<file path="src/rtl/wbuf_pkg.sv">
// Shared constants and types for the posted write buffer.
// Assumes byte addressing with 4-byte words.
package wbuf_pkg;
    localparam int WB_WORD_SHIFT = 2;

    // Path a presented write takes through the block.
    typedef enum logic {
        ROUTE_DIRECT = 1'b0,
        ROUTE_POSTED = 1'b1
    } wb_route_e;
endpackage

</file>
<file path="src/rtl/wbuf_addr_q.sv">
// Address entry queue: each entry holds a base address and a word count.
// A new write either opens an entry or joins the newest one.
// The head entry also keeps an offset to the next word it will drain.
// Assumes ENTRIES is a power of two and a push and a merge never occur together.
module wbuf_addr_q
    import wbuf_pkg::*;
#(
    parameter int AW      = 32,
    parameter int ENTRIES = 4,
    parameter int WORDS   = 8
) (
    input  logic                       clk,
    input  logic                       rst_n,
    input  logic [AW-1:0]              in_addr,
    input  logic                       push_new,
    input  logic                       push_merge,
    input  logic                       pop_word,
    output logic                       merge_hit,
    output logic                       full,
    output logic                       empty,
    output logic [AW-1:0]              head_addr,
    output logic [$clog2(ENTRIES):0]   used
);
    localparam int PW = $clog2(ENTRIES);
    localparam int CW = $clog2(WORDS) + 1;

    logic [AW-1:0] base_q [ENTRIES];
    logic [CW-1:0] cnt_q  [ENTRIES];
    logic [PW-1:0] hd_q, tl_q, last_idx;
    logic [PW:0]   used_q;
    logic [CW-1:0] off_q;
    logic          last_word, retire;
    logic [AW-1:0] tail_end;

    // Decode head and tail state for the merge and retire decisions.
    always_comb begin
        last_idx  = tl_q - 1'b1;
        empty     = (used_q == '0);
        full      = (used_q == (PW+1)'(ENTRIES));
        last_word = (off_q + 1'b1) == cnt_q[hd_q];
        retire    = pop_word && last_word;
        tail_end  = base_q[last_idx] + (AW'(cnt_q[last_idx]) << WB_WORD_SHIFT);
        merge_hit = !empty && (in_addr == tail_end)
                    && !((used_q == (PW+1)'(1)) && retire);
        head_addr = base_q[hd_q] + (AW'(off_q) << WB_WORD_SHIFT);
        used      = used_q;
    end

    // Pointer, occupancy and head word offset bookkeeping.
    always_ff @(posedge clk) begin
        if (!rst_n) begin
            hd_q   <= '0;
            tl_q   <= '0;
            used_q <= '0;
            off_q  <= '0;
        end else begin
            if (push_new) tl_q <= tl_q + 1'b1;
            if (retire) begin
                hd_q  <= hd_q + 1'b1;
                off_q <= '0;
            end else if (pop_word) begin
                off_q <= off_q + 1'b1;
            end
            used_q <= used_q + (PW+1)'(push_new) - (PW+1)'(retire);
        end
    end

    // Entry storage: open a new entry or extend the newest one.
    always_ff @(posedge clk) begin
        if (!rst_n) begin
            for (int i = 0; i < ENTRIES; i++) begin
                base_q[i] <= '0;
                cnt_q[i]  <= '0;
            end
        end else if (push_new) begin
            base_q[tl_q] <= in_addr;
            cnt_q[tl_q]  <= CW'(1);
        end else if (push_merge) begin
            cnt_q[last_idx] <= cnt_q[last_idx] + 1'b1;
        end
    end
endmodule

</file>
<file path="src/rtl/wbuf_data_q.sv">
// Shared data slot pool. Words leave in arrival order, so the pool is a ring.
// A slot is freed when memory accepts its word.
// Assumes WORDS is a power of two and the caller never pushes when full.
module wbuf_data_q #(
    parameter int DW    = 32,
    parameter int WORDS = 8
) (
    input  logic                     clk,
    input  logic                     rst_n,
    input  logic                     push,
    input  logic                     pop,
    input  logic [DW-1:0]            wr_data,
    output logic [DW-1:0]            rd_data,
    output logic                     full,
    output logic [$clog2(WORDS):0]   used
);
    localparam int PW = $clog2(WORDS);

    logic [DW-1:0] slot_q [WORDS];
    logic [PW-1:0] rd_q, wr_q;
    logic [PW:0]   used_q;

    // Present the oldest word and the occupancy.
    always_comb begin
        rd_data = slot_q[rd_q];
        full    = (used_q == (PW+1)'(WORDS));
        used    = used_q;
    end

    // Ring pointers and slot count.
    always_ff @(posedge clk) begin
        if (!rst_n) begin
            rd_q   <= '0;
            wr_q   <= '0;
            used_q <= '0;
        end else begin
            if (push) wr_q <= wr_q + 1'b1;
            if (pop)  rd_q <= rd_q + 1'b1;
            used_q <= used_q + (PW+1)'(push) - (PW+1)'(pop);
        end
    end

    // Slot storage.
    always_ff @(posedge clk) begin
        if (!rst_n) begin
            for (int i = 0; i < WORDS; i++) slot_q[i] <= '0;
        end else if (push) begin
            slot_q[wr_q] <= wr_data;
        end
    end
endmodule

</file>
<file path="src/rtl/wbuf_top.sv">
// Posted write buffer top level.
// Decides whether each write is posted or direct, manages the address queue
// and the shared data pool, and steers the memory port.
// Assumes the processor holds a write stable until cpu_wr_ready is seen.
module wbuf_top
    import wbuf_pkg::*;
#(
    parameter int AW      = 32,
    parameter int DW      = 32,
    parameter int ENTRIES = 4,
    parameter int WORDS   = 8
) (
    input  logic          clk,
    input  logic          rst_n,
    input  logic          wb_enable,
    input  logic          cpu_wr_valid,
    output logic          cpu_wr_ready,
    input  logic [AW-1:0] cpu_wr_addr,
    input  logic [DW-1:0] cpu_wr_data,
    input  logic          cpu_wr_cache,
    input  logic          cpu_wr_buf,
    input  logic          cpu_wr_locked,
    output logic          cpu_wr_abort,
    output logic          mem_valid,
    output logic [AW-1:0] mem_addr,
    output logic [DW-1:0] mem_data,
    input  logic          mem_ready,
    input  logic          mem_abort
);
    localparam int AUW = $clog2(ENTRIES) + 1;
    localparam int DUW = $clog2(WORDS) + 1;

    wb_route_e      route;
    logic           a_empty, a_full, d_full, merge_hit;
    logic           room, push, push_new, push_merge, drain;
    logic [AW-1:0]  head_addr;
    logic [DW-1:0]  head_data;
    logic [AUW-1:0] a_used;
    logic [DUW-1:0] d_used;

    // Classify the presented write as posted or direct.
    always_comb begin
        route = (wb_enable && (cpu_wr_cache || cpu_wr_buf) && !cpu_wr_locked)
                ? ROUTE_POSTED : ROUTE_DIRECT;
    end

    // Acceptance, queue control and memory port steering.
    always_comb begin
        room         = !d_full && (merge_hit || !a_full);
        push         = cpu_wr_valid && (route == ROUTE_POSTED) && room;
        push_new     = push && !merge_hit;
        push_merge   = push && merge_hit;
        drain        = !a_empty && mem_ready;
        cpu_wr_ready = cpu_wr_valid && ((route == ROUTE_POSTED) ? room
                                                                : (a_empty && mem_ready));
        cpu_wr_abort = cpu_wr_valid && (route == ROUTE_DIRECT) && a_empty
                       && mem_ready && mem_abort;
        mem_valid    = !a_empty || (cpu_wr_valid && (route == ROUTE_DIRECT));
        mem_addr     = a_empty ? cpu_wr_addr : head_addr;
        mem_data     = a_empty ? cpu_wr_data : head_data;
    end

    wbuf_addr_q #(.AW(AW), .ENTRIES(ENTRIES), .WORDS(WORDS)) u_addr_q (
        .clk        (clk),
        .rst_n      (rst_n),
        .in_addr    (cpu_wr_addr),
        .push_new   (push_new),
        .push_merge (push_merge),
        .pop_word   (drain),
        .merge_hit  (merge_hit),
        .full       (a_full),
        .empty      (a_empty),
        .head_addr  (head_addr),
        .used       (a_used)
    );

    wbuf_data_q #(.DW(DW), .WORDS(WORDS)) u_data_q (
        .clk     (clk),
        .rst_n   (rst_n),
        .push    (push),
        .pop     (drain),
        .wr_data (cpu_wr_data),
        .rd_data (head_data),
        .full    (d_full),
        .used    (d_used)
    );
endmodule

</file>
<file path="config.mk">
export PLATFORM = sky130hd
export DESIGN_NAME = wbuf_top
export DESIGN_NICKNAME = d
export VERILOG_FILES = /design/src/rtl/wbuf_pkg.sv /design/src/rtl/wbuf_addr_q.sv /design/src/rtl/wbuf_data_q.sv /design/src/rtl/wbuf_top.sv
export SDC_FILE = /design/constraint.sdc
export NUM_CORES = 1
export LEC_CHECK = 0
export BUFFER_PORTS_ARGS = -buffer_cell sky130_fd_sc_hd__buf_2
export CORE_ASPECT_RATIO = 0.75
export CORE_MARGIN = 8
export CORE_UTILIZATION = 35
export CTS_BUF_LIST = sky130_fd_sc_hd__clkbuf_16
export DETAILED_ROUTE_END_ITERATION = 10
export PLACE_DENSITY = 0.54
export SETUP_SLACK_MARGIN = 0.02
export SLEW_MARGIN = 40
export SYNTH_ARGS = -nofsm -noshare
export SYNTH_HDL_FRONTEND = slang
export SYNTH_SLANG_ARGS = --single-unit
</file>
<file path="constraint.sdc">
create_clock -name clk -period 11.27 [get_ports clk]
set_input_delay 2.254 -clock clk [delete_from_list [all_inputs] [get_ports clk]]
set_output_delay 2.254 -clock clk [all_outputs]
set_load 0.005 [all_outputs]
</file>
==> summary.txt <==
Status: completed
Psw: 1030 µW
Comb power frac: 13.9%
Adder-Cell Fraction of Synth Area: 1.40%
Initial antenna violation count: 1
Full die area: 73,500 µm²
Async S/R FF share, synth: 0%
Placed insts: 2,692
Sequential share of power: 46.5%
Global-route wire length before repair: 95,200 µm
Deepest clock path buffer count: 3
Die width: 310 µm
Critical path type: register to output port
Startpoint type of the worst setup path: register
Synth Area in XOR/XNOR: 3.29%
IO Pins: 140
WL final: 62,700 µm
Area fraction in and, or, nand and nor cells after synthesis: 17.6%
Internal power: 2910 µW
Layout cells sized above 1: 25.0%
Most common cell after layout, fill and taps aside: edfxtp_1
Cell Rows: 81
CORE AREA: 64,800 µm²
GRT Residual Overflow: 0
Fill count: 6,064
Post-synthesis compound-gate area fraction: 4.01%
Vias in the first global route: 15.3k
Worst slack, placed: 3950 ps
Largest area contributor in the netlist: edfxtp_1
# nets final: 1,966
Critical Path Fanout Max: 48
CTS tree: done
Gate Count Post-Synth: 1,770
Register area share after synthesis: 55.1%
Vias: 15.0k
Final worst-path cycle share: 70.4%
Root buffer cell: clkbuf_16
Crit. End Element: output port
Drt first-iter violations: 1,254
Synth Cell Area: 22,700 µm²
Power per cell area: 152 nW/µm²
Final WS setup: 3330 ps
Top cells by area, synth: edfxtp_1 53%, mux4_2 13%, nor2_1 3.8%
DR pass1 iterations: 8
Crit path DAT: 5690 ps
Clk sinks: 426
Post-CTS setup buffer count: 0
Synth-to-layout area growth: 14.2%
Slew Limit Fails: 0
Antenna cells: 0
DRC viols: 0
Clock latency on the worst-skew pair: 600 ps
TNS Setup: 0 ps
Static Leakage: 0.00913 µW
Worst slew margin: 44.7%
Worst Path Required: 9020 ps
Most frequent cells in the layout: 400 x edfxtp_1, 230 x nor2_1, 192 x nand2_1, 139 x buf_2, 136 x mux4_2
Die height: 237 µm
HPWL Detailed: 37,200 µm
Clock skew: 30.1 ps
Register bit total from synthesis: 426
Largest net degree at the start of global routing: 129
Maxcap violations: 0
Final Hold Viols: 0
Type of the most critical hold path: register to register
Max VDD drop: 0.104 mV
Reg clk slew, reported paths: 60 ps
Post-synth EDFFs: 400
DRT antenna net count: 0
Hold-fix buffers at CTS: 0
Net count after synthesis: 1,866
Ys Warns: 0
Largest family of logic cells by synthesized area: simple AND/OR/NAND/NOR gates
RSZ-0062 raised after global routing: no
Primary FF master, synth: edfxtp_1
GPL Wtd Cong: 0.861
Fin cells: 2,773
Synth top area share: 52.8%
Initial Util: 35.1%
Fin crit period: 7940 ps
Buffers on Ports: 139
Vias per inst: 5.41
Switching share of total power: 26.0%
Total GRT Usage: 16.9%
CTS H-Tree Depth: 2
Syn_area_per_cell: 12.9 µm²
WL per Instance: 22.6 µm
Setup violators final: 0
Slew at the pin with the worst max-slew slack: 830 ps
Fmax: 0.126 GHz
Clock Power Share: 39.6%
CTS Buf Count: 47
Post-CTS resize count: 0
Fraction of synthesized area in multiplexers: 15.2%
Post-synth cell types: 74
critical path, cell delays in order (launching register included):
cell      delay [ps]
dfxtp_2          310
buf_4            620
mux4_2           690
ha_1             260
fa_1             440
xor2_1           170
or4_1            470
nor4_1           450
nor4bb_1         370
and4_1           230
nand4_1          140
nor3b_2          200
buf_4            240
o21ai_2           60
buf_4            220
nand2_1           70
buf_2            110
synth_stat cells (all sizes together), types with 3 or more instances:
| library cell | n |
|---|---|
| a211oi | 6 |
| a21boi | 3 |
| a21o | 4 |
| a21oi | 17 |
| a31oi | 4 |
| and2 | 53 |
| and3 | 111 |
| and4 | 5 |
| buf | 45 |
| clkbuf | 80 |
| dfxtp | 26 |
| edfxtp | 400 |
| fa | 4 |
| ha | 19 |
| inv | 31 |
| mux2i | 38 |
| mux4 | 136 |
| nand2 | 192 |
| nand2b | 4 |
| nand3 | 21 |
| nand4 | 12 |
| nand4b | 4 |
| nor2 | 292 |
| nor2b | 7 |
| nor3 | 22 |
| nor3b | 5 |
| nor4 | 13 |
| o211ai | 7 |
| o21a | 3 |
| o21ai | 72 |
| o31ai | 6 |
| o41ai | 3 |
| or3 | 4 |
| or4 | 5 |
| xnor2 | 46 |
| xor2 | 37 |
path summary, 6_finish.rpt:
kind,depth (start not counted),from,slack (ps),end
worst min register to register,2,u_data_q.rd_q[1],500,register
worst min-delay path,2,u_data_q.rd_q[1],500,register
worst max-delay path,16,u_addr_q.tl_q[1],3330,cpu_wr_ready
worst max register to register,16,u_addr_q.tl_q[1],5000,u_addr_q.base_q[0][4]
routing by layer:
layer / up-vias / track usage (%) / share of wire [%]
li1: 6778 / - / -
met1: 7672 / 24.3 / 46
met2: 461 / 26.8 / 47
met3: 81 / 2.20 / 5.8
met4: 0 / 4.24 / 2.0
met5: - / 0 / 0
sequential cells by signal, summed over array words and instances, names as in the netlist, 3 cells and up, named ones only:
register / flops
u_addr_q.base_q: 128
u_addr_q.cnt_q: 16
u_addr_q.off_q: 4
u_addr_q.used: 3
u_data_q.rd_q: 3
u_data_q.slot_q: 256
u_data_q.used: 4
u_data_q.wr_q: 3
layout make-up:
class	count	area, µm²	area share (%)
Sequential cell	426	12500	48.3
Tap cell	871	1090	4.19
Multi-Input combinational cell	1187	9640	37.1
Inverter	32	120	0.462
Clock inverter	34	354	1.36
Clock buffer	47	1180	4.53
Timing Repair Buffer	176	1060	4.08
stage by stage:
step / cell area, µm² / hold WS [ps] / util (%) / power [µW]
final: 26000 / 503 / 40.1 / 3940
after global routing: 26000 / 544 / 40.1 / 4090
after CTS: 26000 / 508 / 40.1 / 3980
after detailed placement: 24400 / 500 / 37.7 / 2420
after global placement: 24300 / 478 / 37.6 / 2410
after floorplan: 22700 / 467 / - / 2200
cell families (layout without fill, tap and decap cells):
family / count (synthesis) / count (layout)
flip-flops: 426 / 426
adder cells (fa/ha/maj): 23 / 23
XOR/XNOR: 84 / 84
multiplexers: 176 / 176
AND/OR/NAND/NOR: 758 / 758
AO/OA/AOI/OAI: 146 / 146
buffers and inverters: 157 / 289
power by group through the flow:
stage                     combinational, µW  clock [µW]  sequential (µW)
after floorplan                         351           0             1850
after global placement                  545           0             1860
after detailed placement                553           0             1870
after CTS                               555        1600             1830
after global routing                    599        1650             1840
final                                   548        1560             1830
Power figures use the tool's default switching activity.
